--- config.mk ---
export PLATFORM = sky130hd
export DESIGN_NAME = tgate_sched
export DESIGN_NICKNAME = d
export VERILOG_FILES = /design/src/rtl/tgs_pkg.sv /design/src/rtl/tgs_regs.sv /design/src/rtl/tgs_list.sv /design/src/rtl/tgs_start.sv /design/src/rtl/tgs_engine.sv /design/src/rtl/tgate_sched.sv
export SDC_FILE = /design/constraint.sdc
export NUM_CORES = 1
export LEC_CHECK = 0
export CORE_MARGIN = 5
export CORE_UTILIZATION = 40
export DETAILED_ROUTE_END_ITERATION = 8
export DONT_BUFFER_PORTS = 1
export PLACE_DENSITY = 0.61
export SETUP_SLACK_MARGIN = 0.4
export SLEW_MARGIN = 25
export SYNTH_ARGS = -nofsm -noshare
export SYNTH_HDL_FRONTEND = slang
export SYNTH_HIERARCHICAL = 1
export SYNTH_SLANG_ARGS = --single-unit
--- constraint.sdc ---
create_clock -name clk -period 3.9 [get_ports clk]
set_input_delay 0.78 -clock clk [delete_from_list [all_inputs] [get_ports clk]]
set_output_delay 0.78 -clock clk [all_outputs]
set_load 0.05 [all_outputs]
--- src/rtl/tgs_pkg.sv ---
package tgs_pkg;
   localparam int REG_AW = 4;

   localparam logic [REG_AW-1:0] A_CTRL      = 4'd0;
   localparam logic [REG_AW-1:0] A_ENT_MASK  = 4'd1;
   localparam logic [REG_AW-1:0] A_ENT_IVL_L = 4'd2;
   localparam logic [REG_AW-1:0] A_ENT_IVL_H = 4'd3;
   localparam logic [REG_AW-1:0] A_ENT_PUT   = 4'd4;
   localparam logic [REG_AW-1:0] A_CYC_L     = 4'd5;
   localparam logic [REG_AW-1:0] A_CYC_H     = 4'd6;
   localparam logic [REG_AW-1:0] A_GO_NS_L   = 4'd7;
   localparam logic [REG_AW-1:0] A_GO_NS_H   = 4'd8;
   localparam logic [REG_AW-1:0] A_GO_CMD    = 4'd9;

   localparam int EN_BIT    = 0;
   localparam int FALLB_LSB = 8;
   localparam int LAST_BIT  = 15;
   localparam int IDX_LSB   = 8;
   localparam int ARM_BIT   = 0;
   localparam int SW_BIT    = 1;
   localparam int SEC_LSB   = 2;
endpackage

--- src/rtl/tgs_regs.sv ---
module tgs_regs
   import tgs_pkg::*;
#(
   parameter int NUM_GATES   = 8,
   parameter int LIST_DEPTH  = 8,
   parameter int IVL_W       = 32,
   parameter int CYC_W       = 32,
   parameter int NS_W        = 30,
   parameter int SEC_FIELD_W = 3,
   parameter int DATA_W      = 16,
   localparam int LIST_AW    = $clog2(LIST_DEPTH)
) (
   input  logic                   clk,
   input  logic                   rst_n,
   input  logic                   wr_en,
   input  logic [REG_AW-1:0]      wr_addr,
   input  logic [DATA_W-1:0]      wr_data,
   output logic                   gate_en,
   output logic [NUM_GATES-1:0]   fallback,
   output logic [NUM_GATES-1:0]   stage_mask,
   output logic                   stage_last,
   output logic [IVL_W-1:0]       stage_ivl,
   output logic                   put,
   output logic [LIST_AW-1:0]     put_idx,
   output logic [NUM_GATES-1:0]   init_states,
   output logic [CYC_W-1:0]       cycle_len,
   output logic [NS_W-1:0]        go_ns,
   output logic                   cmd_wr,
   output logic                   cmd_arm,
   output logic                   cmd_sw,
   output logic [SEC_FIELD_W-1:0] cmd_sec
);
   always_ff @(posedge clk or negedge rst_n) begin
      if (!rst_n) begin
         gate_en     <= 1'b0;
         fallback    <= '1;
         stage_mask  <= '0;
         stage_last  <= 1'b0;
         stage_ivl   <= '0;
         init_states <= '0;
         cycle_len   <= '0;
         go_ns       <= '0;
      end else if (wr_en) begin
         case (wr_addr)
            A_CTRL: begin
               gate_en  <= wr_data[EN_BIT];
               fallback <= wr_data[FALLB_LSB +: NUM_GATES];
            end
            A_ENT_MASK: begin
               stage_mask <= wr_data[NUM_GATES-1:0];
               stage_last <= wr_data[LAST_BIT];
            end
            A_ENT_IVL_L: stage_ivl[DATA_W-1:0]     <= wr_data;
            A_ENT_IVL_H: stage_ivl[IVL_W-1:DATA_W] <= wr_data[IVL_W-DATA_W-1:0];
            A_ENT_PUT:   init_states               <= wr_data[NUM_GATES-1:0];
            A_CYC_L:     cycle_len[DATA_W-1:0]     <= wr_data;
            A_CYC_H:     cycle_len[CYC_W-1:DATA_W] <= wr_data[CYC_W-DATA_W-1:0];
            A_GO_NS_L:   go_ns[DATA_W-1:0]         <= wr_data;
            A_GO_NS_H:   go_ns[NS_W-1:DATA_W]      <= wr_data[NS_W-DATA_W-1:0];
            default: ;
         endcase
      end
   end

   assign put     = wr_en && (wr_addr == A_ENT_PUT);
   assign put_idx = wr_data[IDX_LSB +: LIST_AW];
   assign cmd_wr  = wr_en && (wr_addr == A_GO_CMD);
   assign cmd_arm = wr_data[ARM_BIT];
   assign cmd_sw  = wr_data[SW_BIT];
   assign cmd_sec = wr_data[SEC_LSB +: SEC_FIELD_W];
endmodule

--- src/rtl/tgs_list.sv ---
module tgs_list #(
   parameter int NUM_GATES  = 8,
   parameter int LIST_DEPTH = 8,
   parameter int IVL_W      = 32,
   localparam int LIST_AW   = $clog2(LIST_DEPTH)
) (
   input  logic                 clk,
   input  logic                 rst_n,
   input  logic                 we,
   input  logic [LIST_AW-1:0]   waddr,
   input  logic [NUM_GATES-1:0] wmask,
   input  logic                 wlast,
   input  logic [IVL_W-1:0]     wivl,
   input  logic [LIST_AW-1:0]   raddr,
   output logic [NUM_GATES-1:0] rmask,
   output logic                 rlast,
   output logic [IVL_W-1:0]     rivl
);
   logic [NUM_GATES-1:0] mask_q [LIST_DEPTH];
   logic                 last_q [LIST_DEPTH];
   logic [IVL_W-1:0]     ivl_q  [LIST_DEPTH];

   always_ff @(posedge clk or negedge rst_n) begin
      if (!rst_n) begin
         for (int i = 0; i < LIST_DEPTH; i++) begin
            mask_q[i] <= '0;
            last_q[i] <= 1'b0;
            ivl_q[i]  <= '0;
         end
      end else if (we) begin
         for (int i = 0; i < LIST_DEPTH; i++) begin
            if (waddr == LIST_AW'(i)) begin
               mask_q[i] <= wmask;
               last_q[i] <= wlast;
               ivl_q[i]  <= wivl;
            end
         end
      end
   end

   assign rmask = mask_q[raddr];
   assign rlast = last_q[raddr];
   assign rivl  = ivl_q[raddr];
endmodule

--- src/rtl/tgs_start.sv ---
module tgs_start #(
   parameter int NS_W        = 30,
   parameter int SEC_FIELD_W = 3
) (
   input  logic                   clk,
   input  logic                   rst_n,
   input  logic [SEC_FIELD_W-1:0] now_sec_lo,
   input  logic [NS_W-1:0]        now_ns,
   input  logic [NS_W-1:0]        go_ns,
   input  logic                   cmd_wr,
   input  logic                   cmd_arm,
   input  logic                   cmd_sw,
   input  logic [SEC_FIELD_W-1:0] cmd_sec,
   output logic                   launch
);
   logic                   armed_q;
   logic                   sw_q;
   logic [SEC_FIELD_W-1:0] sec_q;
   logic                   fire;

   assign fire   = armed_q && (now_sec_lo == sec_q) && (now_ns == go_ns);
   assign launch = fire && sw_q;

   always_ff @(posedge clk or negedge rst_n) begin
      if (!rst_n) begin
         armed_q <= 1'b0;
         sw_q    <= 1'b0;
         sec_q   <= '0;
      end else if (cmd_wr) begin
         armed_q <= cmd_arm;
         sw_q    <= cmd_sw;
         sec_q   <= cmd_sec;
      end else if (fire) begin
         armed_q <= 1'b0;
      end
   end


   arm_self_clear_chk: assert property (@(posedge clk) disable iff (!rst_n)
      (fire && !cmd_wr) |=> !armed_q);


   cancel_chk: assert property (@(posedge clk) disable iff (!rst_n)
      (cmd_wr && !cmd_arm) |=> (!armed_q && !launch));
endmodule

--- src/rtl/tgs_engine.sv ---
module tgs_engine #(
   parameter int NUM_GATES  = 8,
   parameter int LIST_DEPTH = 8,
   parameter int IVL_W      = 32,
   parameter int CYC_W      = 32,
   parameter int NS_STEP    = 10,
   localparam int LIST_AW   = $clog2(LIST_DEPTH)
) (
   input  logic                 clk,
   input  logic                 rst_n,
   input  logic                 launch,
   input  logic [NUM_GATES-1:0] init_states,
   input  logic [CYC_W-1:0]     cycle_len,
   input  logic [NUM_GATES-1:0] ent_mask,
   input  logic                 ent_last,
   input  logic [IVL_W-1:0]     ent_ivl,
   output logic [LIST_AW-1:0]   rd_idx,
   output logic [NUM_GATES-1:0] oper_states,
   output logic                 running
);
   localparam logic [CYC_W:0]       CSTEP = (CYC_W+1)'(NS_STEP);
   localparam logic [IVL_W:0]       ISTEP = (IVL_W+1)'(NS_STEP);
   localparam logic [LIST_AW-1:0]   TOP_IDX = LIST_AW'(LIST_DEPTH-1);

   logic                 run_q;
   logic [CYC_W-1:0]     cyc_q;
   logic [IVL_W-1:0]     ivl_q;
   logic [LIST_AW-1:0]   idx_q;
   logic                 done_q;
   logic [NUM_GATES-1:0] oper_q;

   logic [CYC_W:0] cyc_nx;
   logic [IVL_W:0] ivl_nx;
   logic           wrap;
   logic           expire;
   logic           at_end;

   assign cyc_nx = {1'b0, cyc_q} + CSTEP;
   assign ivl_nx = {1'b0, ivl_q} + ISTEP;
   assign wrap   = cyc_nx >= {1'b0, cycle_len};
   assign expire = !done_q && (ivl_nx >= {1'b0, ent_ivl});
   assign at_end = ent_last || (idx_q == TOP_IDX);

   always_ff @(posedge clk or negedge rst_n) begin
      if (!rst_n) begin
         run_q  <= 1'b0;
         cyc_q  <= '0;
         ivl_q  <= '0;
         idx_q  <= '0;
         done_q <= 1'b0;
         oper_q <= '1;
      end else if (launch || (run_q && wrap)) begin
         run_q  <= 1'b1;
         cyc_q  <= '0;
         ivl_q  <= '0;
         idx_q  <= '0;
         done_q <= 1'b0;
         oper_q <= init_states;
      end else if (run_q) begin
         cyc_q <= cyc_nx[CYC_W-1:0];
         if (expire) begin
            oper_q <= oper_q ^ ent_mask;
            ivl_q  <= '0;
            if (at_end) done_q <= 1'b1;
            else        idx_q  <= idx_q + 1'b1;
         end else if (!done_q) begin
            ivl_q <= ivl_nx[IVL_W-1:0];
         end
      end
   end

   assign rd_idx      = idx_q;
   assign oper_states = oper_q;
   assign running     = run_q;


   launch_load_chk: assert property (@(posedge clk) disable iff (!rst_n)
      launch |=> (oper_q == $past(init_states)) && (cyc_q == '0) && run_q);


   hold_after_last_chk: assert property (@(posedge clk) disable iff (!rst_n)
      (run_q && done_q && !wrap && !launch) |=> $stable(oper_q));


   wrap_reload_chk: assert property (@(posedge clk) disable iff (!rst_n)
      (run_q && wrap && !launch) |=> (idx_q == '0) && !done_q
                                     && (oper_q == $past(init_states)));


   idx_step_chk: assert property (@(posedge clk) disable iff (!rst_n)
      (run_q && !wrap && !launch && expire && !at_end) |=> (idx_q == $past(idx_q) + 1'b1));
endmodule

--- src/rtl/tgate_sched.sv ---
module tgate_sched
   import tgs_pkg::*;
#(
   parameter int NUM_GATES   = 8,
   parameter int LIST_DEPTH  = 8,
   parameter int IVL_W       = 32,
   parameter int CYC_W       = 32,
   parameter int NS_W        = 30,
   parameter int SEC_FIELD_W = 3,
   parameter int DATA_W      = 16,
   parameter int NS_STEP     = 10,
   parameter bit OUT_REG     = 1'b0
) (
   input  logic                   clk,
   input  logic                   rst_n,
   input  logic [SEC_FIELD_W-1:0] now_sec_lo,
   input  logic [NS_W-1:0]        now_ns,
   input  logic                   wr_en,
   input  logic [REG_AW-1:0]      wr_addr,
   input  logic [DATA_W-1:0]      wr_data,
   output logic [NUM_GATES-1:0]   gate_open
);
   localparam int LIST_AW = $clog2(LIST_DEPTH);

   if (DATA_W != 16) begin : g_bad_data
      $error("tgate_sched: DATA_W must be 16");
   end
   if (NUM_GATES < 1 || NUM_GATES > 8) begin : g_bad_gates
      $error("tgate_sched: NUM_GATES must be 1..8");
   end
   if (LIST_DEPTH < 2 || LIST_AW > 8) begin : g_bad_depth
      $error("tgate_sched: LIST_DEPTH must be 2..256");
   end
   if (IVL_W <= DATA_W || IVL_W > 2*DATA_W || CYC_W <= DATA_W || CYC_W > 2*DATA_W
       || NS_W <= DATA_W || NS_W > 2*DATA_W) begin : g_bad_widths
      $error("tgate_sched: wide values must take two register halves");
   end
   if (NS_STEP < 1) begin : g_bad_step
      $error("tgate_sched: NS_STEP must be positive");
   end

   logic                   gate_en;
   logic [NUM_GATES-1:0]   fallback;
   logic [NUM_GATES-1:0]   stage_mask;
   logic                   stage_last;
   logic [IVL_W-1:0]       stage_ivl;
   logic                   put;
   logic [LIST_AW-1:0]     put_idx;
   logic [NUM_GATES-1:0]   init_states;
   logic [CYC_W-1:0]       cycle_len;
   logic [NS_W-1:0]        go_ns;
   logic                   cmd_wr, cmd_arm, cmd_sw;
   logic [SEC_FIELD_W-1:0] cmd_sec;
   logic                   launch;
   logic [LIST_AW-1:0]     rd_idx;
   logic [NUM_GATES-1:0]   ent_mask;
   logic                   ent_last;
   logic [IVL_W-1:0]       ent_ivl;
   logic [NUM_GATES-1:0]   oper_states;
   logic                   running;
   logic [NUM_GATES-1:0]   gate_nx;

   tgs_regs #(
      .NUM_GATES(NUM_GATES), .LIST_DEPTH(LIST_DEPTH), .IVL_W(IVL_W), .CYC_W(CYC_W),
      .NS_W(NS_W), .SEC_FIELD_W(SEC_FIELD_W), .DATA_W(DATA_W)
   ) u_regs (
      .clk(clk), .rst_n(rst_n), .wr_en(wr_en), .wr_addr(wr_addr), .wr_data(wr_data),
      .gate_en(gate_en), .fallback(fallback), .stage_mask(stage_mask),
      .stage_last(stage_last), .stage_ivl(stage_ivl), .put(put), .put_idx(put_idx),
      .init_states(init_states), .cycle_len(cycle_len), .go_ns(go_ns),
      .cmd_wr(cmd_wr), .cmd_arm(cmd_arm), .cmd_sw(cmd_sw), .cmd_sec(cmd_sec)
   );

   tgs_list #(
      .NUM_GATES(NUM_GATES), .LIST_DEPTH(LIST_DEPTH), .IVL_W(IVL_W)
   ) u_list (
      .clk(clk), .rst_n(rst_n), .we(put), .waddr(put_idx), .wmask(stage_mask),
      .wlast(stage_last), .wivl(stage_ivl), .raddr(rd_idx), .rmask(ent_mask),
      .rlast(ent_last), .rivl(ent_ivl)
   );

   tgs_start #(
      .NS_W(NS_W), .SEC_FIELD_W(SEC_FIELD_W)
   ) u_start (
      .clk(clk), .rst_n(rst_n), .now_sec_lo(now_sec_lo), .now_ns(now_ns),
      .go_ns(go_ns), .cmd_wr(cmd_wr), .cmd_arm(cmd_arm), .cmd_sw(cmd_sw),
      .cmd_sec(cmd_sec), .launch(launch)
   );

   tgs_engine #(
      .NUM_GATES(NUM_GATES), .LIST_DEPTH(LIST_DEPTH), .IVL_W(IVL_W), .CYC_W(CYC_W),
      .NS_STEP(NS_STEP)
   ) u_engine (
      .clk(clk), .rst_n(rst_n), .launch(launch), .init_states(init_states),
      .cycle_len(cycle_len), .ent_mask(ent_mask), .ent_last(ent_last),
      .ent_ivl(ent_ivl), .rd_idx(rd_idx), .oper_states(oper_states),
      .running(running)
   );

   assign gate_nx = (gate_en && running) ? oper_states : fallback;

   if (OUT_REG) begin : g_out_reg
      logic [NUM_GATES-1:0] gate_q;
      always_ff @(posedge clk or negedge rst_n) begin
         if (!rst_n) gate_q <= '1;
         else        gate_q <= gate_nx;
      end
      assign gate_open = gate_q;
   end else begin : g_out_comb
      assign gate_open = gate_nx;
   end


   fallback_when_off_chk: assert property (@(posedge clk) disable iff (!rst_n)
      (!OUT_REG && !gate_en) |-> (gate_open == fallback));
endmodule

# After elaboration in Yosys (flattened, before gate mapping)
# Cells that the tools add are included.
dict set report totals {
  ff_bits 530
  output_inout_bits 8
  word_cells 140
}
dict set report classes {
  n_eq_ne 21
  n_bitwise 2
  n_addsub 3
  n_mux 29
  magnitude_cmp 3
  n_reduce_logical 38
}
# cell count
set ops {}
lappend ops {{$mux 32} 8}
lappend ops {{$bmux 32 s3} 1}
lappend ops {{$add 32x4->33 const B} 2}
lappend ops {{$ge 33x32->1} 2}
lappend ops {{$mux 8} 6}
lappend ops {{$reduce_and 2->1} 19}
lappend ops {{$eq 30x30->1} 1}
lappend ops {{$bmux 8 s3} 1}
lappend ops {{$eq 4x3->1 const B} 4}
lappend ops {{$eq 3x3->1 const B} 5}
lappend ops {{$mux 3} 4}
lappend ops {{$eq 4x2->1 const B} 2}
lappend ops {{$eq 4x4->1 const B} 2}
lappend ops {{$logic_and 1x1->1} 8}
lappend ops {{$mux 1} 8}
lappend ops {{$reduce_bool 2->1} 4}
lappend ops {{$xor 8x8->8} 1}
lappend ops {{$eq 3x2->1 const B} 2}
lappend ops {{$reduce_and 3->1} 2}
lappend ops {{$eq 4x1->1 const B} 1}
lappend ops {{$ge 4x4->1 const B} 1}
lappend ops {{$logic_not 4->1} 1}
lappend ops {{$not 3->4} 1}
lappend ops {{$add 3x1->3 const B} 1}
lappend ops {{8 further kinds} 9}

# Longest topological paths before layout
# Gate-level depths: netlist (run 1).
dict set report depth {
  depth_word 9
  mapped_depth 17
  mapped_depth_nobuf 15
}

# Cells and area by module
# The synthesis (run 1) kept the hierarchy.
# mod seq_area_each_um2 area_per_inst_um2 cells_per_inst instances
set by_module_without_submodules {}
lappend by_module_without_submodules {tgs_list 8207.9 14986.9 849 1}
lappend by_module_without_submodules {tgs_engine 1886.8 6323.6 761 1}
lappend by_module_without_submodules {tgs_regs 3012.9 4688.2 275 1}
lappend by_module_without_submodules {tgs_start 125.1 571.8 61 1}
lappend by_module_without_submodules {tgate_sched 0.0 96.3 9 1}

# Worst setup path after synthesis (run 1)
# No wires, ideal clock.
dict set report synth_path {
  kind {register to register}
  from {register u_engine.cyc_q[1]}
  to {register u_engine.ivl_q[11]}
  setup_ns 0.152
  arrival_time_ns 4.058
  path_buffers 0
  setup_slack_ns -0.310
  synth_period_minus_slack_ns 4.210
  t_required_ns 3.748
  stages_incl_launch_ff 14
  cell_sequence {dfrtp_1 ha_1 o2111ai_1 nor3_1 nand4_1 nor3_1 xor2_1 ha_1 nand3_1 or3_1 nor4_1 a21oi_1 a21oi_1 o221ai_1}
}
dict set report synth_via {
  elab_chain_len 6
  elab_cells_between_ends 8
  cone_classes {add/sub (1); order compare (1); eq/ne (1); mux (1); reduce/logical (4)}
}
# element line_no
set synth_lines {}
lappend synth_lines {{start, declared} tgs_engine.sv:26} ;# logic [CYC_W-1:0] cyc_q;
lappend synth_lines {{start signal, assigned} tgs_engine.sv:60} ;# cyc_q <= cyc_nx[CYC_W-1:0];
lappend synth_lines {{$add 32x4->33 *} tgs_engine.sv:38} ;# assign cyc_nx = {1'b0, cyc_q} + CSTEP;
lappend synth_lines {{$ge 33x32->1 *} tgs_engine.sv:40} ;# assign wrap = cyc_nx >= {1'b0, cycle_len};
lappend synth_lines {{$logic_and 1x1->1 *} tgs_engine.sv:52} ;# end else if (launch || (run_q && wrap)) begin
lappend synth_lines {{$logic_or 1x1->1 *} tgs_engine.sv:52}
lappend synth_lines {{$ne 3x3->1 (no source line) or $reduce_bool 2->1 (tied branches)} --}
lappend synth_lines {{$reduce_and 2->1 (no source line)} --}
lappend synth_lines {{end signal, assigned} tgs_engine.sv:67} ;# ivl_q <= ivl_nx[IVL_W-1:0];
lappend synth_lines {{end, declared} tgs_engine.sv:27} ;# logic [IVL_W-1:0] ivl_q;
# Every way passes the cells marked *; elsewhere a longest branch is shown, timed or not.
# A chain may end at the register's enable or synchronous reset.

# Worst setup path in the final report (run 1)
dict set report layout_path {
  from {register u_engine.ivl_q[1]}
  to {register u_engine.ivl_q[17]}
}
dict set report layout_via {
  elab_chain_len 6
  elab_cells_between_ends 9
  cone_classes {add/sub (1); order compare (1); eq/ne (1); mux (4); reduce/logical (2)}
}
# element line_no
set layout_lines {}
lappend layout_lines {{$add 32x4->33 *} tgs_engine.sv:39} ;# assign ivl_nx = {1'b0, ivl_q} + ISTEP;
lappend layout_lines {{$ge 33x32->1} tgs_engine.sv:41} ;# assign expire = !done_q && (ivl_nx >= {1'b0, ent_ivl});
lappend layout_lines {{$logic_and 1x1->1} tgs_engine.sv:41}
lappend layout_lines {{$mux 32} tgs_engine.sv:61} ;# if (expire) begin
lappend layout_lines {{$mux 32} tgs_engine.sv:59} ;# end else if (run_q) begin
lappend layout_lines {{$mux 32} tgs_engine.sv:52}
# Every way passes the cells marked *; elsewhere a longest branch is shown, timed or not. The select of a mux whose other input is x is not followed.

==> results of run 1 <==
==> flip-flops by register name, summed over array words and instances (netlist names) <==
name	count
u_list/ivl_q	256
u_list/mask_q	64
u_regs/cycle_len	32
u_regs/stage_ivl	32
u_engine/cyc_q	31
u_engine/ivl_q	31
u_regs/go_ns	30
u_engine/oper_states	8
u_list/last_q	8
u_regs/fallback	8
u_regs/init_states	8
u_regs/stage_mask	8
u_engine/rd_idx	3
u_start/sec_q	3
u_engine/done_q	1
u_engine/running	1
u_regs/gate_en	1
u_regs/stage_last	1
u_start/armed_q	1
u_start/sw_q	1
==> power by group <==
part           leakage (uW)  switching, uW  internal [uW]
clock network      0.000956           2250           3350
logic               0.00716            664            943
registers           0.00699            483           6060
==> cell families after synthesis <==
group | Yosys count
AO/OA/AOI/OAI | 197
XOR/XNOR | 81
adder cells (fa/ha/maj) | 66
buffers and inverters | 193
flip-flops | 528
multiplexers | 586
AND/OR/NAND/NOR | 304
==> repair_timing <==
item                                   CTS  global route
buffers inserted                        76            15
pin swaps                               72            45
gates cloned                            11             1
setup endpoints to repair               74            74
endpoints found under the hold margin  512           463
gates resized for setup                185            42
==> worst paths after layout <==
| check | start | end | cells past startpoint |
|---|---|---|---|
| worst max-delay path | u_engine/ivl_q[1]$_DFFE_PN0P_ | u_engine/ivl_q[17]$_DFFE_PN0P_ | 18 |
| worst min-delay path | rst_n | u_list/ivl_q[255]$_DFFE_PN0P_ | 0 |
| worst max register to register | u_engine/ivl_q[1]$_DFFE_PN0P_ | u_engine/ivl_q[17]$_DFFE_PN0P_ | 18 |
| worst min register to register | u_list/mask_q[50]$_DFFE_PN0P_ | u_list/mask_q[50]$_DFFE_PN0P_ | 1 |
| max in group asynchronous | rst_n | u_engine/cyc_q[4]$_DFFE_PN0P_ | 0 |
| min in group clk | wr_data[12] | u_regs/fallback[4]$_DFFE_PN1P_ | 1 |
==> final cells by class <==
class	count	area, um2	share of cell area
well taps	864	1080	0.0333
repair buffers	231	2430	0.0749
clock buffers	85	1710	0.0528
inverters	83	322	0.00991
clock inverters	19	245	0.00756
multi-input cells	1235	13400	0.413
flip-flops and latches	528	13200	0.408
==> synth_stat cells, types with 10 or more instances <==
library cell / instances / area [um2]
sky130_fd_sc_hd__a21o_1: 10 / 75.1
sky130_fd_sc_hd__a21oi_1: 36 / 180
sky130_fd_sc_hd__a22o_1: 37 / 324
sky130_fd_sc_hd__a31oi_1: 13 / 81.3
sky130_fd_sc_hd__and3_1: 14 / 87.6
sky130_fd_sc_hd__buf_2: 30 / 150
sky130_fd_sc_hd__buf_4: 28 / 210
sky130_fd_sc_hd__buf_6: 14 / 158
sky130_fd_sc_hd__clkbuf_1: 26 / 97.6
sky130_fd_sc_hd__dfrtp_1: 512 / 12800
sky130_fd_sc_hd__dfstp_2: 16 / 420
sky130_fd_sc_hd__ha_1: 66 / 826
sky130_fd_sc_hd__inv_1: 82 / 308
sky130_fd_sc_hd__mux2_1: 14 / 158
sky130_fd_sc_hd__mux2_2: 479 / 5390
sky130_fd_sc_hd__mux2_4: 10 / 150
sky130_fd_sc_hd__mux4_1: 80 / 2100
sky130_fd_sc_hd__nand2_1: 89 / 334
sky130_fd_sc_hd__nand3_1: 30 / 150
sky130_fd_sc_hd__nand4_1: 28 / 175
sky130_fd_sc_hd__nor2_1: 57 / 214
sky130_fd_sc_hd__nor3_1: 12 / 60.1
sky130_fd_sc_hd__o211ai_1: 16 / 120
sky130_fd_sc_hd__o21ai_0: 33 / 165
sky130_fd_sc_hd__o2bb2ai_1: 11 / 96.3
sky130_fd_sc_hd__xnor2_1: 50 / 438
sky130_fd_sc_hd__xor2_1: 31 / 272
==> per-stage QoR <==
stage	hold WS (ps)	std cells	setup TNS, ps	instance area (um2)	worst slack [ps]
after floorplan	449	1955	0	27000	237
after global placement	458	2838	-1870	28600	-96.1
after detailed placement	469	2838	-2970	28600	-139
after CTS	-143	3029	0	32100	36.6
after global routing	-138	3045	-6330	32400	-263
final	-98.5	3045	-617	32400	-83.2
==> per-layer routing <==
layer | global-route usage | share of wire | up-vias
met3 | 0.0256 | 0.040 | 113
met5 | 0 | 0 | -
met2 | 0.322 | 0.49 | 357
met1 | 0.262 | 0.44 | 8969
li1 | - | - | 7593
met4 | 0.0522 | 0.028 | 0
==> worst register-to-register path: stages, from the launching register on <==
cell and delay [ps]:
sky130_fd_sc_hd__dfrtp_1 410, sky130_fd_sc_hd__buf_4 140, sky130_fd_sc_hd__a21oi_2 70, sky130_fd_sc_hd__nor3_4 240, sky130_fd_sc_hd__and4_4 290, sky130_fd_sc_hd__nand3_4 120, sky130_fd_sc_hd__nand2_1 150, sky130_fd_sc_hd__nand2_1 100
sky130_fd_sc_hd__ha_1 300, sky130_fd_sc_hd__nand4_1 160, sky130_fd_sc_hd__or4_4 590, sky130_fd_sc_hd__or4_4 440, sky130_fd_sc_hd__o211ai_1 180, sky130_fd_sc_hd__a211oi_2 60, sky130_fd_sc_hd__buf_4 160, sky130_fd_sc_hd__buf_12 120
sky130_fd_sc_hd__buf_12 120, sky130_fd_sc_hd__nand4_1 100, sky130_fd_sc_hd__o221ai_2 100
==> tab_implementation.tex, run 1 <==
\begin{tabular}{lr}
\hline
Metric & Value \\
\hline
\multicolumn{2}{l}{\textbf{Timing}} \\
\quad Final hold violation count & 32 \\
\quad Crit path setup slack, layout & -83.2 ps \\
\quad Worst slew margin relative to its limit & 0.153 \\
\quad Skew final & between 10 and 15 ps \\
\quad Final number of max-transition violations & 0 \\
\quad Fmax & 251 MHz \\
\quad Part of the cycle the worst path needs & 1.02 \\
\quad Final Hold Slack & -98.5 ps \\
\quad Clock period minus worst slack & around 4000 ps \\
\quad Total setup violations reported at the end of the flow & 12 \\
\quad Slew @ Worst Pin & approximately 1300 ps \\
\quad RSZ-0062 raised after global routing & true \\
\multicolumn{2}{l}{\textbf{Die}} \\
\quad Total number of placement rows & 94 \\
\quad Core area & 66000 um2 \\
\quad Die area & 71900 um2 \\
\quad DIE WIDTH & between 200 and 300 um \\
\quad I/O pin cnt & 64 \\
\quad Effective utilization at floorplan & 0.404 \\
\quad Die extent in y & 268 um \\
\multicolumn{2}{l}{\textbf{Cells and area}} \\
\quad Layout area overhead & 21.7\% \\
\quad Leading cell types in the layout, fill and taps excluded & sky130\_fd\_sc\_hd\_\_dfrtp\_1 (503), sky130\_fd\_sc\_hd\_\_mux2\_2 (470), sky130\_fd\_sc\_hd\_\_buf\_4 (157), sky130\_fd\_sc\_hd\_\_nand2\_1 (79), sky130\_fd\_sc\_hd\_\_inv\_1 (69) \\
\quad Final \#Nets & 2257 \\
\quad Number of diodes & 0 \\
\quad Most common cell after layout, fill and taps aside & sky130\_fd\_sc\_hd\_\_dfrtp\_1 \\
\quad Core Util, Final & 0.492 \\
\quad Layout cells sized above 1 & 0.473 \\
\quad Fill cell count & 5480 \\
\multicolumn{2}{l}{\textbf{Clock network}} \\
\quad Clock tree from TritonCTS & done \\
\quad Buffer type at the clock tree root & sky130\_fd\_sc\_hd\_\_clkbuf\_16 \\
\quad Clock insertion delay at the later pin of the skew report & 620 ps \\
\quad Number of sinks driven by the clock tree & between 500 and 600 \\
\quad Clk buf depth & 3 \\
\quad Number of buffers added by the clock tree synthesis step & 56 \\
\quad Depth of the CTS H-tree & 2 \\
\quad Clock slew seen by the registers of the worst setup and hold paths & 60 ps \\
\multicolumn{2}{l}{\textbf{Critical path}} \\
\quad Critical path capture point type & flip-flop \\
\quad CP top delay family & simple AND/OR/NAND/NOR gates \\
\quad Register-to-Register Setup Slack & -80 ps \\
\quad Data required, critical path & 4380 ps \\
\quad Worst EP arrival & 4460 ps \\
\quad Crit path largest cell delay & 590 ps \\
\quad CP startpoint kind & flip-flop \\
\quad Top fanout value on the critical path & 4 \\
\quad Worst Setup Path Type & reg2reg \\
\quad CP bufs+invs & 4 \\
\quad Slowest cell on crit path & sky130\_fd\_sc\_hd\_\_or4\_4 \\
\quad Cells traversed along the worst timing path & buf\_4 > a21oi\_2 > nor3\_4 > and4\_4 > nand3\_4 > nand2\_1 > nand2\_1 > ha\_1 > nand4\_1 > or4\_4 > or4\_4 > o211ai\_1 > a211oi\_2 > buf\_4 > buf\_12 > buf\_12 > nand4\_1 > o221ai\_2 \\
\multicolumn{2}{l}{\textbf{Global routing}} \\
\quad Via count of the first global-routing pass & 18100 \\
\quad First-pass GRT wire length & roughly 110000 um \\
\quad Number of antenna violations at the first check in global routing & 3 \\
\quad Global-route total usage across every layer & 0.191 \\
\quad Maximum number of pins on one net before global-route repair & 529 \\
\quad Aggregate global routing overflow & 0 \\
\multicolumn{2}{l}{\textbf{Pwr}} \\
\quad Total Power & 13700 uW \\
\quad VDD IR-drop max & 0.000301 V \\
\quad P per Cell Area & between 400 and 500 nW/um2 \\
\quad Leak pwr & 0.0151 uW \\
\multicolumn{2}{l}{\textbf{Route}} \\
\quad Total vias in the final route & 17000 \\
\quad Drt total wl & slightly below 70000 um \\
\quad Number of vias per cell & around 5.6 \\
\quad Post-detailed-route wirelength per cell & 22.6 um \\
\quad Number of detailed-routing iterations run before antenna repair & 5 \\
\quad DRC marker count from the first detailed-route iteration & 1063 \\
\quad DRC viols & 0 \\
\quad Post-detailed-route count of antenna-violating nets & 0 \\
\multicolumn{2}{l}{\textbf{Synth}} \\
\quad EDFF count, synth & 0 \\
\quad Top FF cell, synth & sky130\_fd\_sc\_hd\_\_dfrtp\_1 \\
\quad Async SR Flop Fraction & 1.00 \\
\quad Post-Synthesis Mean Instance Area & roughly 14 um2 \\
\quad Cell count after synthesis & 1955 \\
\quad Adder-cell share of the synthesized area & 0.0310 \\
\quad Largest family of logic cells by synthesized area & multiplexers \\
\quad Simple-gate portion of the synthesized area & 0.0611 \\
\quad Synthesized net count & 2077 \\
\quad Count of warnings emitted by yosys & 6 \\
\quad Multiplexer fraction of the synthesized cell area & 0.295 \\
\quad Synthesized area & 26700 um2 \\
\quad Complex-gate fraction of the synthesized area & 0.0532 \\
\quad Sequential share of the synthesized area & 0.496 \\
\quad Area share of xor/xnor cells in the synthesized design & 0.0266 \\
\quad Number of flip-flops and latches in the synthesized netlist & 528 \\
\quad Number of distinct library cells after synthesis & 81 \\
\multicolumn{2}{l}{\textbf{Run status}} \\
\quad Violations in the final reports & hold timing, setup timing \\
\quad Status & complete, but fails checks \\
\multicolumn{2}{l}{\textbf{Placement}} \\
\quad HPWL Detailed & 39700 um \\
\quad Weighted congestion at the end of routability-driven global placement & 0.837 \\
\quad Count of buffers from port buffering & 0 \\
\multicolumn{2}{l}{\textbf{Job}} \\
\quad Count of maximum capacitance violations & 0 \\
\multicolumn{2}{l}{\textbf{Hold path}} \\
\quad Hold crit path type & in2async \\
\hline
\end{tabular}
(Power assumes the default switching activity.)
==> run 2: changes to the inputs <==
--- a/config.mk
+++ b/config.mk
@@ -9,6 +9,7 @@
 export CORE_UTILIZATION = 40
 export DETAILED_ROUTE_END_ITERATION = 8
 export DONT_BUFFER_PORTS = 1
+export GPL_TIMING_DRIVEN = 0
 export PLACE_DENSITY = 0.61
 export SETUP_SLACK_MARGIN = 0.4
 export SLEW_MARGIN = 25
==> run 2 against run 1 <==
Compared with the run above:
- the flow finishes with violations (hold timing, slew limit, setup timing)
- clock power decreased by 3%
- die area unchanged
- global-route usage increased by 0.65 points
- count of clock-buffer cells in the layout decreased by 7
- sequential power about the same
- clock skew increased by 8.4 ps
- worst hold slack got worse by 6.1 ps
- largest cell class is now registers
==> tab_implementation.tex, run 2 (synthesis results as in run 1) <==
\begin{tabular}{lr}
\hline
Metric & Value \\
\hline
\multicolumn{2}{l}{\textbf{Cells and area}} \\
\quad Layout area overhead & 20.1\% \\
\quad Leading cell types in the layout, fill and taps excluded & sky130\_fd\_sc\_hd\_\_dfrtp\_1 (501), sky130\_fd\_sc\_hd\_\_mux2\_2 (470), sky130\_fd\_sc\_hd\_\_buf\_4 (114), sky130\_fd\_sc\_hd\_\_nand2\_1 (81), sky130\_fd\_sc\_hd\_\_inv\_1 (60) \\
\quad Largest registers & u\_list/ivl\_q (256), u\_list/mask\_q (64) \\
\quad Register bank with the most flops & u\_list/ivl\_q \\
\quad Final \#Nets & 2249 (-0.35\%) \\
\quad Most common cell after layout, fill and taps aside & sky130\_fd\_sc\_hd\_\_dfrtp\_1 \\
\quad Layout cells sized above 1 & 0.464 (-0.00869) \\
\quad Number of flip-flops under the largest register name & 256 (unchanged) \\
\multicolumn{2}{l}{\textbf{Route}} \\
\quad Post-detailed-route count of antenna-violating nets & 0 (unchanged) \\
\quad Drt total wl & 72100 um (+4.7\%) \\
\quad Total vias in the final route & 17100 (+0.25\%) \\
\quad DRC viols & 0 (unchanged) \\
\quad Number of vias per cell & 5.63 (+0.65\%) \\
\quad Number of detailed-routing iterations run before antenna repair & 6 (+1) \\
\quad Post-detailed-route wirelength per cell & 23.8 um (+5.1\%) \\
\quad DRC marker count from the first detailed-route iteration & 1149 (+8.1\%) \\
\multicolumn{2}{l}{\textbf{Timing}} \\
\quad Worst slew margin relative to its limit & -0.233 (-0.385) \\
\quad Final number of max-transition violations & 308 (+308) \\
\quad Clock period minus worst slack & 4000 ps (+18.7 ps) \\
\quad Slew @ Worst Pin & 1850 ps (+578 ps) \\
\quad RSZ-0062 raised after global routing & true \\
\quad Final Hold Slack & -105 ps (-6.13 ps) \\
\quad Skew final & 20.8 ps (+8.36 ps) \\
\quad Crit path setup slack, layout & -102 ps (-18.7 ps) \\
\quad Setup TNS & -858 ps (-241 ps) \\
\quad Fmax & 250 MHz (-0.47\%) \\
\quad Total setup violations reported at the end of the flow & 16 (+4) \\
\quad Part of the cycle the worst path needs & 1.03 (+0.00479) \\
\quad Final hold violation count & 30 (-6.3\%) \\
\multicolumn{2}{l}{\textbf{Pwr}} \\
\quad Total Power & 13600 uW (-1.3\%) \\
\quad Leak pwr & 0.0149 uW (-1.4\%) \\
\quad P per Cell Area & 424 nW/um2 (about the same) \\
\quad VDD IR-drop max & 0.000346 V (+15\%) \\
\multicolumn{2}{l}{\textbf{Global routing}} \\
\quad Aggregate global routing overflow & 0 (unchanged) \\
\quad Global-route total usage across every layer & 0.198 (+0.00654) \\
\quad Maximum number of pins on one net before global-route repair & 529 (unchanged) \\
\quad First-pass GRT wire length & 110000 um (+1.8\%) \\
\quad Number of antenna violations at the first check in global routing & 2 (-1) \\
\quad Via count of the first global-routing pass & 17900 (-1.3\%) \\
\multicolumn{2}{l}{\textbf{Critical path}} \\
\quad CP bufs+invs & 8 (+4) \\
\quad Worst EP arrival & 4530 ps (+70 ps) \\
\quad Cells traversed along the worst timing path & buf\_12 > buf\_6 > buf\_6 > buf\_12 > mux4\_2 > mux2\_4 > inv\_4 > ha\_4 > and2b\_2 > a41o\_1 > a211oi\_4 > buf\_4 > o2111ai\_4 > a211oi\_2 > buf\_6 > buf\_6 > nand2\_4 > o221ai\_2 \\
\quad Cell seen most often among critical-path stages & sky130\_fd\_sc\_hd\_\_buf\_6 \\
\quad Data required, critical path & 4430 ps (+50 ps) \\
\quad CP top delay family & compound AO/OA/AOI/OAI gates \\
\quad Worst Setup Path Type & reg2reg \\
\quad Slowest cell on crit path & sky130\_fd\_sc\_hd\_\_mux4\_2 \\
\quad Crit path largest cell delay & 510 ps (-80 ps) \\
\quad Top fanout value on the critical path & 6 (+2) \\
\quad Critical path capture point type & flip-flop \\
\quad CP startpoint kind & flip-flop \\
\multicolumn{2}{l}{\textbf{Clock network}} \\
\quad Clock tree from TritonCTS & done \\
\quad Clock insertion delay at the later pin of the skew report & 620 ps (about the same) \\
\quad Clock slew seen by the registers of the worst setup and hold paths & 60 ps (about the same) \\
\quad Clk buf depth & 3 (unchanged) \\
\quad Buffer type at the clock tree root & sky130\_fd\_sc\_hd\_\_clkbuf\_16 \\
\quad Number of buffers added by the clock tree synthesis step & 55 (-1.8\%) \\
\quad Depth of the CTS H-tree & 2 (unchanged) \\
\quad Number of sinks driven by the clock tree & 528 (unchanged) \\
\multicolumn{2}{l}{\textbf{Die}} \\
\quad Die extent in y & 268 um (unchanged) \\
\quad DIE WIDTH & 268 um (unchanged) \\
\quad I/O pin cnt & 64 (unchanged) \\
\quad Effective utilization at floorplan & 0.404 (unchanged) \\
\quad Total number of placement rows & 94 (unchanged) \\
\quad Core area & 66000 um2 (unchanged) \\
\quad Die area & 71900 um2 (unchanged) \\
\multicolumn{2}{l}{\textbf{Job}} \\
\quad Count of maximum capacitance violations & 0 (unchanged) \\
\multicolumn{2}{l}{\textbf{Run status}} \\
\quad Status & complete, but fails checks \\
\quad Violations in the final reports & hold timing, slew limit, setup timing \\
\multicolumn{2}{l}{\textbf{Hold path}} \\
\quad Hold crit path type & in2async \\
\multicolumn{2}{l}{\textbf{Placement}} \\
\quad HPWL Detailed & 45700 um (+15\%) \\
\quad Weighted congestion at the end of routability-driven global placement & 0.846 (+1.0\%) \\
\quad Count of buffers from port buffering & 0 (unchanged) \\
\quad Setup WS pre-CTS & -983 ps (-844 ps) \\
\hline
\end{tabular}
==> run 2: where the power goes <==
| group | internal, uW | switching, uW | leakage, uW | total, uW |
|---|---|---|---|---|
| logic | 932 | 664 | 0.00698 | 1600 |
| registers | 6060 | 486 | 0.00699 | 6550 |
| clock network | 3210 | 2220 | 0.000919 | 5430 |
==> run 2: layer usage <==
metal	track usage	wire (um)	vias to the layer above
met5	0	0	-
met4	0.0605	2180	0
met3	0.0288	2940	123
met2	0.330	35300	382
met1	0.270	31600	9000
li1	-	-	7570
==> run 2: repair_timing <==
action,in CTS,in global routing
resized for setup,220,76
pin swaps,45,50
setup endpoints to repair,74,75
cloned,7,3
setup buffers,84,21
hold endpoints to repair,512,371
==> run 2: final timing paths <==
| check | start | endpoint | slack, ps | depth (start not counted) |
|---|---|---|---|---|
| max | u_engine/rd_idx[0]$_DFFE_PN0P_ | u_engine/ivl_q[7]$_DFFE_PN0P_ | -100 | 18 |
| min | rst_n | u_list/ivl_q[15]$_DFFE_PN0P_ | -100 | 0 |
| max reg2reg | u_engine/rd_idx[0]$_DFFE_PN0P_ | u_engine/ivl_q[7]$_DFFE_PN0P_ | -100 | 18 |
| min reg2reg | u_list/ivl_q[222]$_DFFE_PN0P_ | u_list/ivl_q[222]$_DFFE_PN0P_ | 480 | 1 |
| max in group asynchronous | rst_n | u_engine/cyc_q[3]$_DFFE_PN0P_ | 2420 | 0 |
| min in group clk | wr_data[8] | u_regs/go_ns[24]$_DFFE_PN0P_ | 320 | 1 |
==> run 2: worst reg2reg max path, cell delays in order, from the launching register on <==
cell and delay, ps:
sky130_fd_sc_hd__dfrtp_2 440, sky130_fd_sc_hd__buf_12 180, sky130_fd_sc_hd__buf_6 110, sky130_fd_sc_hd__buf_6 90
sky130_fd_sc_hd__buf_12 120, sky130_fd_sc_hd__mux4_2 520, sky130_fd_sc_hd__mux2_4 300, sky130_fd_sc_hd__inv_4 90
sky130_fd_sc_hd__ha_4 200, sky130_fd_sc_hd__and2b_2 200, sky130_fd_sc_hd__a41o_1 210, sky130_fd_sc_hd__a211oi_4 320
sky130_fd_sc_hd__buf_4 180, sky130_fd_sc_hd__o2111ai_4 170, sky130_fd_sc_hd__a211oi_2 300, sky130_fd_sc_hd__buf_6 180
sky130_fd_sc_hd__buf_6 110, sky130_fd_sc_hd__nand2_4 60, sky130_fd_sc_hd__o221ai_2 170
==> run 2: final cells by class <==
cell class                 instances  area, um2
tap                              864       1080
timing repair buffer             115       1210
multi-input combinational       1234      13200
clock buffer                      78       1580
buffer                           110       1030
sequential                       528      13200
clock inverter                    20        275
fill                            5631      34000
antenna                            1       2.50
inverter                          83        334
==> run 2: metrics by stage <==
stage               std cells   util  instance area (um2)  hold WS, ps
finish                   3033  0.485                32000         -105
global placement         2819  0.425                28100          459
floorplan                1955      -                27000          449
CTS                      3008  0.478                31500         -146
detailed placement       2819  0.425                28100          468
global route             3032  0.485                32000         -140
==> run 3: changes to the inputs <==
--- a/config.mk
+++ b/config.mk
@@ -12,6 +12,7 @@
 export GPL_TIMING_DRIVEN = 0
 export PLACE_DENSITY = 0.61
 export SETUP_SLACK_MARGIN = 0.4
+export SKIP_CTS_REPAIR_TIMING = 1
 export SLEW_MARGIN = 25
 export SYNTH_ARGS = -nofsm -noshare
 export SYNTH_HDL_FRONTEND = slang
==> run 3 against run 2 <==
Compared with the run above:
- the run still ends with hold timing, slew limit, setup timing left
- sequential cell count did not move
- core utilization fell by 0.55 points
- global-route usage decreased by 0.80 points
- critical path type unchanged
- clock skew down 1.2 ps
- routed wire length down 1.8%
- combinational power fell by 5%
- count of clock-buffer cells in the layout did not move
- worst setup slack worse by 58 ps
- first-iteration DRC count rose by 4.4%
==> tab_implementation.tex, run 3 (synthesis results as in run 1) <==
\begin{tabular}{lr}
\hline
Metric & Value \\
\hline
\multicolumn{2}{l}{\textbf{Hold path}} \\
\quad Hold crit path type & in2async \\
\multicolumn{2}{l}{\textbf{Route}} \\
\quad DRC viols & 0 (unchanged) \\
\quad Total vias in the final route & 16900 (-0.98\%) \\
\quad Number of detailed-routing iterations run before antenna repair & 5 (-1) \\
\quad Post-detailed-route wirelength per cell & 23.5 um (-1.1\%) \\
\quad Drt total wl & 70800 um (-1.8\%) \\
\quad Post-detailed-route count of antenna-violating nets & 0 (unchanged) \\
\quad DRC marker count from the first detailed-route iteration & 1200 (+4.4\%) \\
\quad Number of vias per cell & 5.61 (-0.36\%) \\
\multicolumn{2}{l}{\textbf{Critical path}} \\
\quad Crit path largest cell delay & 490 ps (-20 ps) \\
\quad CP top delay family & simple AND/OR/NAND/NOR gates \\
\quad Critical path capture point type & flip-flop \\
\quad Data required, critical path & 4450 ps (+20 ps) \\
\quad CP startpoint kind & flip-flop \\
\quad Cells traversed along the worst timing path & nand4\_1 > nor4\_4 > buf\_4 > nand4\_1 > buf\_6 > nor3\_4 > xor2\_1 > ha\_1 > a211o\_1 > a31oi\_1 > o211ai\_1 > buf\_4 > buf\_12 > a21o\_4 > nor3\_4 > clkbuf\_4 > a22o\_1 \\
\quad Slowest cell on crit path & sky130\_fd\_sc\_hd\_\_dfrtp\_1 \\
\quad Top fanout value on the critical path & 7 (+1) \\
\quad CP bufs+invs & 5 (-3) \\
\quad Worst EP arrival & 4610 ps (+80 ps) \\
\quad Worst Setup Path Type & reg2reg \\
\multicolumn{2}{l}{\textbf{Die}} \\
\quad Effective utilization at floorplan & 0.404 (unchanged) \\
\quad Core area & 66000 um2 (unchanged) \\
\quad DIE WIDTH & 268 um (unchanged) \\
\quad Total number of placement rows & 94 (unchanged) \\
\quad Die area & 71900 um2 (unchanged) \\
\quad Die extent in y & 268 um (unchanged) \\
\quad I/O pin cnt & 64 (unchanged) \\
\multicolumn{2}{l}{\textbf{Timing}} \\
\quad Part of the cycle the worst path needs & 1.04 (+0.0149) \\
\quad Skew final & 19.6 ps (-1.21 ps) \\
\quad Slew @ Worst Pin & 1540 ps (-305 ps) \\
\quad RSZ-0062 raised after global routing & true \\
\quad Final Hold Slack & -101 ps (+3.96 ps) \\
\quad Clock period minus worst slack & 4060 ps (+58.2 ps) \\
\quad Final hold violation count & 29 (-3.3\%) \\
\quad Crit path setup slack, layout & -160 ps (-58.2 ps) \\
\quad Worst slew margin relative to its limit & -0.0296 (+0.203) \\
\quad Total setup violations reported at the end of the flow & 64 (+48) \\
\quad Final number of max-transition violations & 118 (-62\%) \\
\quad Fmax & 246 MHz (-1.4\%) \\
\multicolumn{2}{l}{\textbf{Cells and area}} \\
\quad Final \#Nets & 2231 (-0.80\%) \\
\quad Number of flip-flops under the largest register name & 256 (unchanged) \\
\quad Final non-filler cell area & 31700 um2 (-1.1\%) \\
\quad Number of diodes & 0 (-1) \\
\quad Register bank with the most flops & u\_list/ivl\_q \\
\quad Layout cells sized above 1 & 0.441 (-0.0236) \\
\quad Leading cell types in the layout, fill and taps excluded & sky130\_fd\_sc\_hd\_\_dfrtp\_1 (498), sky130\_fd\_sc\_hd\_\_mux2\_2 (478), sky130\_fd\_sc\_hd\_\_buf\_4 (105), sky130\_fd\_sc\_hd\_\_nand2\_1 (84), sky130\_fd\_sc\_hd\_\_inv\_1 (75) \\
\quad Layout area overhead & 18.7\% \\
\quad Largest registers & u\_list/ivl\_q (256), u\_list/mask\_q (64) \\
\quad Most common cell after layout, fill and taps aside & sky130\_fd\_sc\_hd\_\_dfrtp\_1 \\
\multicolumn{2}{l}{\textbf{Run status}} \\
\quad Status & complete, but fails checks \\
\quad Violations in the final reports & hold timing, slew limit, setup timing \\
\multicolumn{2}{l}{\textbf{Global routing}} \\
\quad Aggregate global routing overflow & 0 (unchanged) \\
\quad Maximum number of pins on one net before global-route repair & 529 (unchanged) \\
\quad First-pass GRT wire length & 105000 um (-4.4\%) \\
\quad Via count of the first global-routing pass & 17100 (-4.4\%) \\
\quad Global-route total usage across every layer & 0.190 (-0.00801) \\
\quad Number of antenna violations at the first check in global routing & 4 (+2) \\
\multicolumn{2}{l}{\textbf{Clock network}} \\
\quad Clock insertion delay at the later pin of the skew report & 610 ps (about the same) \\
\quad Buffer type at the clock tree root & sky130\_fd\_sc\_hd\_\_clkbuf\_16 \\
\quad Clock slew seen by the registers of the worst setup and hold paths & 60 ps (about the same) \\
\quad Clock tree from TritonCTS & done \\
\quad Number of sinks driven by the clock tree & 528 (unchanged) \\
\quad Depth of the CTS H-tree & 2 (unchanged) \\
\quad Number of buffers added by the clock tree synthesis step & 55 (unchanged) \\
\quad Clk buf depth & 3 (unchanged) \\
\multicolumn{2}{l}{\textbf{Job}} \\
\quad Count of maximum capacitance violations & 0 (unchanged) \\
\multicolumn{2}{l}{\textbf{Placement}} \\
\quad Setup WS pre-CTS & -983 ps (unchanged) \\
\quad Weighted congestion at the end of routability-driven global placement & 0.846 (unchanged) \\
\quad HPWL Detailed & 45700 um (unchanged) \\
\quad Placement-stage cell area & 28100 um2 (unchanged) \\
\quad Count of buffers from port buffering & 0 (unchanged) \\
\multicolumn{2}{l}{\textbf{Pwr}} \\
\quad Leak pwr & 0.0148 uW (-0.41\%) \\
\quad P per Cell Area & 426 nW/um2 (+0.39\%) \\
\quad VDD IR-drop max & 0.000353 V (+2.2\%) \\
\hline
\end{tabular}
-- run 3: final timing paths --
kind | to | start | slack [ps] | cells past startpoint
worst max-delay path | u_engine/ivl_q[2]$_DFFE_PN0P_ | u_engine/cyc_q[21]$_DFFE_PN0P_ | -160 | 17
worst min-delay path | u_list/ivl_q[15]$_DFFE_PN0P_ | rst_n | -100 | 0
worst max register to register | u_engine/ivl_q[2]$_DFFE_PN0P_ | u_engine/cyc_q[21]$_DFFE_PN0P_ | -160 | 17
worst min register to register | u_list/ivl_q[222]$_DFFE_PN0P_ | u_list/ivl_q[222]$_DFFE_PN0P_ | 480 | 1
max in group asynchronous | u_engine/cyc_q[15]$_DFFE_PN0P_ | rst_n | 2740 | 0
min in group clk | u_regs/go_ns[24]$_DFFE_PN0P_ | wr_data[8] | 320 | 1
-- run 3: cell type report --
cell class | instances | area [um2]
Clock inverter | 20 | 275
Tap cell | 864 | 1080
Clock buffer | 78 | 1580
Fill cell | 5680 | 34300
Multi-Input combinational cell | 1235 | 13200
Sequential cell | 528 | 13300
Inverter | 83 | 314
Timing Repair Buffer | 96 | 935
Buffer | 110 | 978
-- run 3: metal layers --
layer | global-route usage | share of wire
met1 | 0.261 | 0.45
met2 | 0.318 | 0.49
met3 | 0.0245 | 0.039
met4 | 0.0537 | 0.027
met5 | 0 | 0.00018
-- run 3: metrics by stage --
stage / TNS [ps] / hold slack, ps / cells / util / total power [uW]
after global placement: -41650 / 459 / 2819 / 0.425 / 7870
final: -4900 / -101 / 3014 / 0.480 / 13500
after CTS: -47950 / -146 / 2917 / 0.454 / 13400
after floorplan: 0 / 449 / 1955 / - / 7570
after global routing: -16190 / -141 / 3014 / 0.480 / 14000
after detailed placement: -44650 / 468 / 2819 / 0.425 / 7960
-- run 3: power breakdown --
part           internal [uW]  switching, uW  total [uW]
Sequential              6060            480        6540
Combinational            872            647        1520
Clock                   3210           2200        5410
